**config.mk**
```make
export PLATFORM = sky130hd
export DESIGN_NAME = fs_window_classifier
export DESIGN_NICKNAME = d
export VERILOG_FILES = /design/src/rtl/fs_window_classifier.sv
export SDC_FILE = /design/constraint.sdc
export NUM_CORES = 1
export LEC_CHECK = 0
export ABC_AREA = 1
export BUFFER_PORTS_ARGS = -buffer_cell sky130_fd_sc_hd__buf_2
export CAP_MARGIN = 20
export CORE_MARGIN = 2
export CORE_UTILIZATION = 30
export DETAILED_ROUTE_END_ITERATION = 10
export MAX_ROUTING_LAYER = met4
export PLACE_DENSITY_LB_ADDON = 0.15
export SYNTH_ARGS = -nofsm -noshare
export SYNTH_HDL_FRONTEND = slang
export SYNTH_SLANG_ARGS = --single-unit
```
**constraint.sdc**
```tcl
create_clock -name clk -period 2.6 [get_ports clk]
set_input_delay 0.52 -clock clk [delete_from_list [all_inputs] [get_ports clk]]
set_output_delay 0.52 -clock clk [all_outputs]
set_load 0.03 [all_outputs]
```
**src/rtl/fs_window_classifier.sv**
```systemverilog
module fs_window_classifier #(
  parameter int unsigned REF_HZ     = 216000000,
  parameter int unsigned OVERSAMPLE = 128,
  parameter int unsigned PERIODS    = 8,
  parameter int unsigned CNT_W      = 12,
  parameter int unsigned IDX_W      = 3
) (
  input  logic             clk,
  input  logic             rst_n,
  input  logic             fs_clk_in,
  input  logic             wr_en,
  input  logic [IDX_W-1:0] wr_idx,
  input  logic [31:0]      wr_data,
  output logic             match_valid,
  output logic [IDX_W-1:0] match_idx,
  output logic             no_match
);
  localparam int NUM_WIN = 7;
  localparam int HI_LSB  = 16;
  localparam int EC_W    = $clog2(PERIODS + 1);
  localparam logic [CNT_W-1:0] CNT_MAX = {CNT_W{1'b1}};
  localparam logic [EC_W-1:0]  EC_LAST = EC_W'(PERIODS - 1);

  function automatic longint rate_of(int i);
    case (i)
      0: return 32000;
      1: return 44100;
      2: return 48000;
      3: return 88200;
      4: return 96000;
      5: return 176400;
      default: return 192000;
    endcase
  endfunction

  function automatic logic [CNT_W-1:0] def_bound(int i, bit upper);
    longint f, c, t;
    f = rate_of(i);
    c = (longint'(PERIODS) * longint'(REF_HZ)) / (f * longint'(OVERSAMPLE));
    t = (f > 96000) ? 2 : (f > 48000) ? 6 : 9;
    return upper ? CNT_W'(c + t) : CNT_W'(c - t);
  endfunction

  logic [2:0]       fs_q;
  logic             fs_rise;
  logic             armed;
  logic [CNT_W-1:0] cnt;
  logic [EC_W-1:0]  ecnt;
  logic [CNT_W-1:0] win_lo [NUM_WIN];
  logic [CNT_W-1:0] win_hi [NUM_WIN];
  logic [NUM_WIN-1:0] hit;
  logic             hit_any;
  logic [IDX_W-1:0] hit_idx;
  logic             wr_unused;

  assign wr_unused = ^{wr_data[31:HI_LSB+CNT_W], wr_data[HI_LSB-1:CNT_W]};

  always_ff @(posedge clk) begin
    if (!rst_n) fs_q <= '0;
    else        fs_q <= {fs_q[1:0], fs_clk_in};
  end
  assign fs_rise = fs_q[1] & ~fs_q[2];

  always_ff @(posedge clk) begin
    if (!rst_n) begin
      for (int i = 0; i < NUM_WIN; i++) begin
        win_lo[i] <= def_bound(i, 1'b0);
        win_hi[i] <= def_bound(i, 1'b1);
      end
    end else if (wr_en && int'(wr_idx) < NUM_WIN) begin
      win_lo[wr_idx] <= wr_data[CNT_W-1:0];
      win_hi[wr_idx] <= wr_data[HI_LSB+CNT_W-1:HI_LSB];
    end
  end

  for (genvar g = 0; g < NUM_WIN; g++) begin : g_cmp
    assign hit[g] = (cnt >= win_lo[g]) && (cnt <= win_hi[g]);
  end

  always_comb begin
    hit_any = 1'b0;
    hit_idx = '0;
    for (int i = NUM_WIN - 1; i >= 0; i--) begin
      if (hit[i]) begin
        hit_any = 1'b1;
        hit_idx = IDX_W'(i);
      end
    end
  end

  always_ff @(posedge clk) begin
    if (!rst_n) begin
      armed       <= 1'b0;
      cnt         <= '0;
      ecnt        <= '0;
      match_valid <= 1'b0;
      match_idx   <= '0;
      no_match    <= 1'b0;
    end else begin
      match_valid <= 1'b0;
      if (fs_rise) begin
        if (!armed) begin
          armed <= 1'b1;
          cnt   <= CNT_W'(1);
          ecnt  <= '0;
        end else if (ecnt == EC_LAST) begin
          match_valid <= 1'b1;
          match_idx   <= hit_any ? hit_idx : '0;
          no_match    <= ~hit_any;
          cnt         <= CNT_W'(1);
          ecnt        <= '0;
        end else begin
          ecnt <= ecnt + 1'b1;
          if (cnt != CNT_MAX) cnt <= cnt + 1'b1;
        end
      end else if (armed) begin
        if (cnt == CNT_MAX) begin
          match_valid <= 1'b1;
          match_idx   <= '0;
          no_match    <= 1'b1;
          armed       <= 1'b0;
        end else begin
          cnt <= cnt + 1'b1;
        end
      end
    end
  end
endmodule

```
# Yosys cells after proc, flatten, opt, wreduce, memory -nomap -nowiden
# Memories as Yosys holds them, arrays and structs flattened.
# Cells that the tools add are included.
# word_totals
reg_bits,25
latchBits,0
mem_bits_rw,168
romBits,0
output_inout_bits,5
elab_cells,156
n_memories,2
# op_classes
addsub,16
multipliers,0
div_mod_pow,7
magnitude_cmp,29
n_eq_ne,6
shift,0
mux,72
bitwise_logic,3
reduce_logical,14
# memory_table
memory,words,word_bits,read_ports,rd_clocked_by_memory_dff,write_ports,line,rtl
win_hi,7,12,7,0,7,50,logic [CNT_W-1:0] win_hi [NUM_WIN];
win_lo,7,12,7,0,7,49,logic [CNT_W-1:0] win_lo [NUM_WIN];
# ops
cell,n
$div 32x64->64 const A,7
$gt 64x17->1 const B,7
$gt 64x18->1 const B,7
$mux 64,7
$mux 12,8
$add 12x5->12,7
$ge 12x12->1,7
$le 12x12->1,7
$sub 12x5->12,7
$mux 4,16
$mux 3,15
$mux 1,26
$reduce_or 12->1,2
$add 12x1->12 const B,1
$eq 12x12->1 const B,1
$ne 12x12->1 const B,1
$logic_and 1x1->1,8
$reduce_and 3->1,2
$add 4x1->4 const B,1
$eq 4x3->1 const B,1
$ne 4x2->1 const B,1
$reduce_bool 2->1,2
$lt 3x3->1 const B,1
$ne 2x1->1 const B,1
3 further kinds,4

# Logic depth before layout (Yosys ltp)
# Gate-level depths: netlist (run 1).
# An unclocked memory read counts as a cell.
# depth
word_depth,14
ltp_mapped,18
depth_no_buf,18

# Worst setup path before layout (run 1)
# No wires, ideal clock.
# synth_path
path_type,input -> register
from,input wr_idx[1]
to,"memory win_hi[5][0], enable pin"
setup_ps,438
arrival_ps,2395
t_required_ps,2162
path_slack_ps,-233
stages,3
n_path_buf,0
cell_sequence,inv_1 > nand2_1 > o21ai_0
# synth_lines
item,line,rtl
"start, declared",12,"input logic [IDX_W-1:0] wr_idx,"
"end, declared",50,

# Worst setup path in the final report (run 1)
# layout_path
from,register cnt[0]
to,register match_idx[1]
# layout_between
elab_chain_len,13
elab_cells_between_ends,42
cone_classes,14 x order compare; 1 x eq/ne; 18 x mux; 9 x reduce/logical
# layout_lines
item,line,rtl
"start, declared",47,logic [CNT_W-1:0] cnt;
"start signal, assigned",114,if (cnt != CNT_MAX) cnt <= cnt + 1'b1;
"start signal, assigned",123,cnt <= cnt + 1'b1;
$ge 12x12->1 or $le 12x12->1 (tied branches),77,assign hit[g] = (cnt >= win_lo[g]) && (cnt <= win_hi[g]);
$logic_and 1x1->1,77,
$mux 3 or $mux 1 (tied branches) (7 in a row),84,if (hit[i]) begin
$mux 3,108,match_idx <= hit_any ? hit_idx : '0;
$mux 3,106,end else if (ecnt == EC_LAST) begin
$mux 3,102,if (!armed) begin
$mux 3,101,if (fs_rise) begin
"end signal, assigned",108,
"end, declared",15,"output logic [IDX_W-1:0] match_idx,"
# Parallel ways exist; a longest one is shown, timed or not. The select of a mux whose other input is x is not followed.
# A chain may end at the register's enable or synchronous reset.

==> qor.json, run 1 <==
{
  "clock_tree": {
    "clock_sinks": 193,
    "clk-insertion-delay-late_ns": 0.45,
    "cts_buffer_depth": 2,
    "clk_root_buffer_cell": "sky130_fd_sc_hd__clkbuf_16",
    "cts_tree": "done",
    "clk_transition_reported_paths_ns": 0.07,
    "cts-buffers-inserted": 17,
    "htree_num_levels": 4
  },
  "die": {
    "floorplan.die_area_sq_um": 40300,
    "core.rowCount": 72,
    "dieHeight_um": 201,
    "die_width_um": 201,
    "io_pins": 44,
    "floorplan.initialDensity": 0.302,
    "core_area_sq_um": 38500
  },
  "worst_hold_path": {
    "timing.hold.worst.class": "in2reg",
    "worst_hold_startpoint": "fs_clk_in"
  },
  "timing": {
    "drv_slew": 0,
    "fin_crit_sh": 0.887,
    "fin_crit_ns": 2.31,
    "timing.setup.tns_ns": 0,
    "timing_worst_slew_pin_value_ns": 0.829,
    "max_freq_mhz": 433,
    "rsz0062_at_grt": "no",
    "final_critical_path_setup_slack_ns": 0.293,
    "finalSetupViolCount": 0,
    "clock_skew_ns": 0.00939,
    "slew_headroom": 0.447,
    "hold_viol_final": 0
  },
  "synth": {
    "synth_top_family_by_area": "adder cells",
    "synthFlopType": "sky130_fd_sc_hd__edfxtp_1",
    "synth_enable_flop_cells": 155,
    "synth-simple-area-share": 0.182,
    "synth-async-reset-ratio": 0,
    "xor_xnor_cell_area_share_of_the_yosys_netlist": 0.00226,
    "synth.mux.area_fraction": 0,
    "syn_std_cell_area_sq_um": 11600,
    "yosys_warnings": 0,
    "yosysUniqueCellTypes": 38,
    "adder_cell_share_of_the_synthesized_area": 0.183,
    "synth-seq-area-share": 0.466,
    "syn-num-nets": 1523,
    "synth-seq-cells": 193,
    "synth_compound_gate_area_share": 0.0612,
    "netlist_instances": 1314,
    "syn-mean-instance-area_sq_um": 8.84
  },
  "place": {
    "placement.io_buffers": 35,
    "place_ws_ns": 0.260,
    "dp_hpwl_mm": 21.3,
    "gpl.final_weighted_congestion": 0.799,
    "placedCellCount": 1885
  },
  "routing": {
    "routed-via-count": 8451,
    "first_iter_violations": 448,
    "routed_wire_length_per_instance_um": 15.7,
    "route.detailed.vias_per_inst": 4.40,
    "route.final.wire_length_mm": 30.1,
    "detail_route.drc_violations": 0,
    "ant_nets": 0,
    "detail_route.first_pass.iterations": 4
  },
  "pwr": {
    "powerDensity_nw_per_um2": 512,
    "power_report.internal_total_mw": 5.14,
    "power.ir.vdd_worst_mv": 0.363,
    "leakage_power_of_the_design_nw": 6.51,
    "swShare": 0.249,
    "power.share.clock": 0.393,
    "total_switching_power_mw": 1.70,
    "power_frac_seq": 0.519,
    "p_comb_frac": 0.088
  },
  "setup_path": {
    "setup.worst_path.end_class": "register",
    "critPathArrivalTime_ns": 2.65,
    "worst-r2r-setup-slack_ns": 0.29,
    "critical_path_class": "reg2reg",
    "worstSetupStartpointType": "register",
    "crit_start": "cnt[0]$_SDFFE_PN0P_",
    "worst-endpoint-required_ns": 2.95,
    "r2r-start": "cnt[0]$_SDFFE_PN0P_",
    "crit_path_max_fanout": 6
  },
  "grt": {
    "wire_length_of_the_first_global_routing_pass_mm": 46.6,
    "total_track_usage": 0.160,
    "number_of_antenna_violations_at_the_first_check_in_global_routing": 0,
    "largest_net_degree_at_the_start_of_global_routing": 25,
    "grt_overflow_total": 0,
    "first_global_vias": 8177
  },
  "cells_and_area": {
    "fill_cells": 3969,
    "seqCellArea_sq_um": 5420,
    "area_growth_pct": 15.1,
    "stdcell_count": 1919,
    "insertedDiodeCount": 0,
    "layout-drive-gt1-share": 0.0992,
    "finalNetCount": 1597,
    "multi_input_area_sq_um": 4980
  },
  "flow_run": {
    "drv.max_cap_violation_count": 0
  },
  "status": {
    "status": "finished, final reports clean"
  }
}
==> final cells by class <==
| type | instances | area share |
|---|---|---|
| flip-flops and latches | 193 | 0.405 |
| clock inverters | 11 | 0.00646 |
| multi-input cells | 808 | 0.373 |
| inverters | 298 | 0.0840 |
| repair buffers | 70 | 0.0440 |
| well taps | 518 | 0.0485 |
| clock buffers | 21 | 0.0385 |
==> metal layers <==
layer | up-vias | track usage | routed length, um
met4 | 0 | 0.0368 | 399
li1 | 4377 | - | -
met3 | 22 | 0.0304 | 839
met2 | 90 | 0.252 | 13900
met5 | - | - | 0
met1 | 3962 | 0.212 | 15000
==> critical path: stages, from the launching register on <==
cell and delay (ns):
sky130_fd_sc_hd__dfxtp_2 0.39, sky130_fd_sc_hd__clkinvlp_4 0.21, sky130_fd_sc_hd__buf_4 0.20, sky130_fd_sc_hd__ha_1 0.28, sky130_fd_sc_hd__nand2_1 0.08, sky130_fd_sc_hd__nor2_1 0.05
sky130_fd_sc_hd__nand3_1 0.07, sky130_fd_sc_hd__nand4_1 0.20, sky130_fd_sc_hd__nand2_1 0.26, sky130_fd_sc_hd__nand2_1 0.11, sky130_fd_sc_hd__inv_1 0.06, sky130_fd_sc_hd__nand2_1 0.05
sky130_fd_sc_hd__nand4_1 0.07, sky130_fd_sc_hd__nor2_1 0.04, sky130_fd_sc_hd__nor2_1 0.08, sky130_fd_sc_hd__nor2_1 0.04
==> registers in the layout, indices dropped and copies added, names as in the netlist <==
register	flops
win_hi	84
win_lo	84
cnt	12
ecnt	4
fs_q	3
match_idx	3
armed	1
match_valid	1
no_match	1
==> synth_stat cells (2+ instances only) <==
cell type | n | area (sq um)
sky130_fd_sc_hd__inv_1 | 284 | 1070
sky130_fd_sc_hd__nand2_1 | 251 | 942
sky130_fd_sc_hd__nor2_1 | 175 | 657
sky130_fd_sc_hd__ha_1 | 170 | 2130
sky130_fd_sc_hd__edfxtp_1 | 155 | 4650
sky130_fd_sc_hd__a21oi_1 | 70 | 350
sky130_fd_sc_hd__dfxtp_1 | 38 | 761
sky130_fd_sc_hd__nand4_1 | 29 | 181
sky130_fd_sc_hd__nand3_1 | 28 | 140
sky130_fd_sc_hd__o21ai_0 | 22 | 110
sky130_fd_sc_hd__inv_2 | 13 | 48.8
sky130_fd_sc_hd__o22ai_1 | 12 | 75.1
sky130_fd_sc_hd__buf_2 | 9 | 45.0
sky130_fd_sc_hd__nor2_2 | 8 | 50.1
sky130_fd_sc_hd__a21o_1 | 6 | 45.0
sky130_fd_sc_hd__o21a_1 | 5 | 37.5
sky130_fd_sc_hd__o21bai_1 | 5 | 37.5
sky130_fd_sc_hd__and2_1 | 4 | 25.0
sky130_fd_sc_hd__nand2_2 | 4 | 25.0
sky130_fd_sc_hd__buf_6 | 3 | 33.8
sky130_fd_sc_hd__a211oi_1 | 2 | 15.0
sky130_fd_sc_hd__buf_4 | 2 | 15.0
sky130_fd_sc_hd__nand3_2 | 2 | 20.0
sky130_fd_sc_hd__nor2_4 | 2 | 22.5
sky130_fd_sc_hd__xor2_1 | 2 | 17.5
==> power by group through the flow <==
| stage | Combinational, mW | Clock (mW) | Sequential, mW |
|---|---|---|---|
| floorplan | 0.394 | 0 | 3.61 |
| global placement | 0.595 | 0 | 3.62 |
| detailed placement | 0.611 | 0 | 3.62 |
| CTS | 0.614 | 2.76 | 3.55 |
| global route | 0.708 | 2.87 | 3.57 |
| finish | 0.604 | 2.69 | 3.55 |
==> through the flow <==
| step | total power, mW | util | cell area (sq um) | hold WS [ns] |
|---|---|---|---|---|
| 3_5_place_dp | 4.23 | 0.331 | 12700 | 0.405 |
| 2_1_floorplan | 4.00 | - | 11600 | 0.390 |
| 6_report | 6.84 | 0.347 | 13400 | 0.252 |
| 4_1_cts | 6.92 | 0.347 | 13300 | 0.234 |
| 3_3_place_gp | 4.21 | 0.331 | 12700 | 0.406 |
| 5_1_grt | 7.14 | 0.347 | 13400 | 0.229 |
==> what timing repair did <==
action	in CTS	in global routing
hold buffers	0	0
endpoints found under the setup margin	0	1
setup buffers	0	2
gates resized for setup	0	2
==> cell families after synthesis <==
| kind of cell | count (synthesis) |
|---|---|
| AOI/OAI and AO/OA | 127 |
| xor gates and xnor gates | 3 |
| adders and majority gates | 170 |
| buffers and inverters | 313 |
| DFF | 193 |
| and+or+nand+nor | 508 |
==> layout by cell type, fill, tap and decap left out, drive strengths merged, types with 2 or more instances in the layout <==
cell and instances:
clkinv 4, nand2 255, ha 170, inv 301, nor3 2, clkbuf 21, buf 70, o21bai 5
nor2 185, and2 4, nand4 30, o22ai 12, xor2 2, o21a 5, a211oi 2, o21ai 23
edfxtp 155, clkinvlp 4, dfxtp 38, nand3 30, a21o 6, a21oi 70
==> final timing paths <==
kind | end | depth (start not counted)
worst min-delay path | fs_q[0]$_SDFF_PN0_ | 3
worst min register to register | fs_q[1]$_SDFF_PN0_ | 2
worst max-delay path | match_idx[1]$_SDFFE_PN0P_ | 15
worst max register to register | match_idx[1]$_SDFFE_PN0P_ | 15
No activity file was read; power rests on OpenSTA's default activity.
==> inputs of run 2 (changes only) <==
--- a/config.mk
+++ b/config.mk
@@ -12,7 +12,7 @@
 export CORE_UTILIZATION = 30
 export DETAILED_ROUTE_END_ITERATION = 10
 export MAX_ROUTING_LAYER = met4
-export PLACE_DENSITY_LB_ADDON = 0.15
+export PLACE_DENSITY_LB_ADDON = 0.25
 export SYNTH_ARGS = -nofsm -noshare
 export SYNTH_HDL_FRONTEND = slang
 export SYNTH_SLANG_ARGS = --single-unit
==> qor.json, run 2 (synthesized netlist as in run 1, its figures left out) <==
{
  "routing": {
    "route.final.wire_length_mm": 29.1,
    "routed-via-count": 8537,
    "first_iter_violations": 470,
    "route.detailed.vias_per_inst": 4.45,
    "detail_route.first_pass.iterations": 5,
    "detail_route.drc_violations": 0,
    "routed_wire_length_per_instance_um": 15.2,
    "ant_nets": 0
  },
  "grt": {
    "grt_overflow_total": 0,
    "total_track_usage": 0.154,
    "wire_length_of_the_first_global_routing_pass_mm": 45.7,
    "first_global_vias": 8351,
    "largest_net_degree_at_the_start_of_global_routing": 25,
    "number_of_antenna_violations_at_the_first_check_in_global_routing": 0
  },
  "setup_path": {
    "crit_chain": "inv_1, buf_4, ha_1, nand2_1, nor2_1, nand3_1, nand4_1, nand2_1, nand2_1, inv_1, nand2_1, nand4_1, nor2_1, nor2_1, nor2_1",
    "worst-endpoint-required_ns": 2.94,
    "path_buf_inv": 3,
    "setup.worst_path.end_class": "register",
    "worstSetupStartpointType": "register",
    "crit_path_max_fanout": 7,
    "cpLargestDelayFamily": "simple AND/OR/NAND/NOR gates",
    "critical_path_class": "reg2reg",
    "critPathArrivalTime_ns": 2.75,
    "max_stage_delay_ns": 0.39,
    "timing.critical_path.slowest_stage_cell": "sky130_fd_sc_hd__inv_1",
    "r2r-start": "cnt[0]$_SDFFE_PN0P_",
    "crit_start": "cnt[0]$_SDFFE_PN0P_"
  },
  "timing": {
    "final_critical_path_setup_slack_ns": 0.193,
    "slew_headroom": 0.458,
    "finalSetupViolCount": 0,
    "fin_crit_ns": 2.41,
    "rsz0062_at_grt": "no",
    "fin_crit_sh": 0.926,
    "clock_skew_ns": 0.00943,
    "timing.setup.tns_ns": 0,
    "drv_slew": 0,
    "timing_worst_slew_pin_value_ns": 0.813,
    "max_freq_mhz": 415,
    "hold_viol_final": 0
  },
  "cells_and_area": {
    "layout_top_registers": "win_hi: 84 flops, win_lo: 84 flops, cnt: 12 flops",
    "multi_input_area_sq_um": 4980,
    "layout-drive-gt1-share": 0.0978,
    "fill_cells": 3947,
    "area_growth_pct": 14.5,
    "layout.cells.most_common": "sky130_fd_sc_hd__inv_1",
    "final_cell_mix": "sky130_fd_sc_hd__inv_1 (284), sky130_fd_sc_hd__nand2_1 (251), sky130_fd_sc_hd__nor2_1 (175), sky130_fd_sc_hd__ha_1 (170), sky130_fd_sc_hd__edfxtp_1 (155)",
    "seqCellArea_sq_um": 5420,
    "stdcell_count": 1919,
    "finalNetCount": 1597,
    "insertedDiodeCount": 0
  },
  "place": {
    "placedCellCount": 1887,
    "dp_hpwl_mm": 20.7,
    "gpl.final_weighted_congestion": 0.810,
    "place_ws_ns": 0.216,
    "placement.io_buffers": 35
  },
  "clock_tree": {
    "clk_transition_reported_paths_ns": 0.08,
    "post_cts.repair.setup_buffers": 0,
    "clk-insertion-delay-late_ns": 0.44,
    "clock_sinks": 193,
    "htree_num_levels": 4,
    "cts-buffers-inserted": 17,
    "post_cts_resize_count": 0,
    "cts_tree": "done",
    "post_cts_hold_buffer_count": 0,
    "cts_buffer_depth": 2,
    "clk_root_buffer_cell": "sky130_fd_sc_hd__clkbuf_16"
  },
  "pwr": {
    "leakage_power_of_the_design_nw": 6.50,
    "power.total_mw": 6.79,
    "powerDensity_nw_per_um2": 510,
    "power.ir.vdd_worst_mv": 0.418
  },
  "die": {
    "core_area_sq_um": 38500,
    "floorplan.initialDensity": 0.302,
    "floorplan.die_area_sq_um": 40300,
    "dieHeight_um": 201,
    "io_pins": 44,
    "die_width_um": 201,
    "core.rowCount": 72
  },
  "flow_run": {
    "drv.max_cap_violation_count": 0
  },
  "worst_hold_path": {
    "timing.hold.worst.class": "in2reg",
    "worst_hold_startpoint": "fs_clk_in"
  },
  "status": {
    "status": "finished, final reports clean"
  }
}
## run 2: cell types whose count changed in the layout (fill, tap and decap cells not counted), moves of 2 or more
cell,change
sky130_fd_sc_hd__clkinv_8,+2
sky130_fd_sc_hd__buf_12,-3
sky130_fd_sc_hd__clkinvlp_4,-4
sky130_fd_sc_hd__clkbuf_16,-3
sky130_fd_sc_hd__buf_4,+3
sky130_fd_sc_hd__inv_8,+5
## run 2: tightest hold or removal path, delay by kind of cell
family	cells	cell delay [ns]
buffers and inverters	2	0.12
AND/OR/NAND/NOR	1	0.04
## run 2: where the power goes
part	internal [mW]	leakage, nW	switching [mW]	total, mW
registers	3.50	1.82	0.0460	3.55
clock network	1.31	0.291	1.33	2.64
logic	0.192	4.40	0.405	0.596
total	5.00	6.50	1.78	6.79
## run 2: path summary, 6_finish.rpt
| check | end | slack, ns | depth (start not counted) |
|---|---|---|---|
| worst max-delay path | match_idx[1]$_SDFFE_PN0P_ | 0.19 | 15 |
| worst min register to register | fs_q[1]$_SDFF_PN0_ | 0.43 | 2 |
| worst min-delay path | fs_q[0]$_SDFF_PN0_ | 0.26 | 3 |
| worst max register to register | match_idx[1]$_SDFFE_PN0P_ | 0.19 | 15 |
## run 2: layout make-up
class | instances | share of cell area
clock buffer | 18 | 0.0330
clock inverter | 14 | 0.0107
tap | 518 | 0.0487
multi-input combinational | 808 | 0.375
timing repair buffer | 70 | 0.0414
sequential | 193 | 0.407
inverter | 298 | 0.0841
## run 2: stage by stage
| step | instance area [sq um] | utilization | hold WS [ns] |
|---|---|---|---|
| final | 13300 | 0.346 | 0.259 |
| after global routing | 13300 | 0.346 | 0.257 |
| after global placement | 12700 | 0.331 | 0.407 |
| after floorplan | 11600 | - | 0.390 |
| after CTS | 13300 | 0.346 | 0.245 |
| after detailed placement | 12700 | 0.331 | 0.418 |
## run 2: metal layers
metal / global-route usage / part of all wire
met5: - / 0
met4: 0.0455 / 0.016
met3: 0.0196 / 0.031
met2: 0.266 / 0.49
met1: 0.188 / 0.46
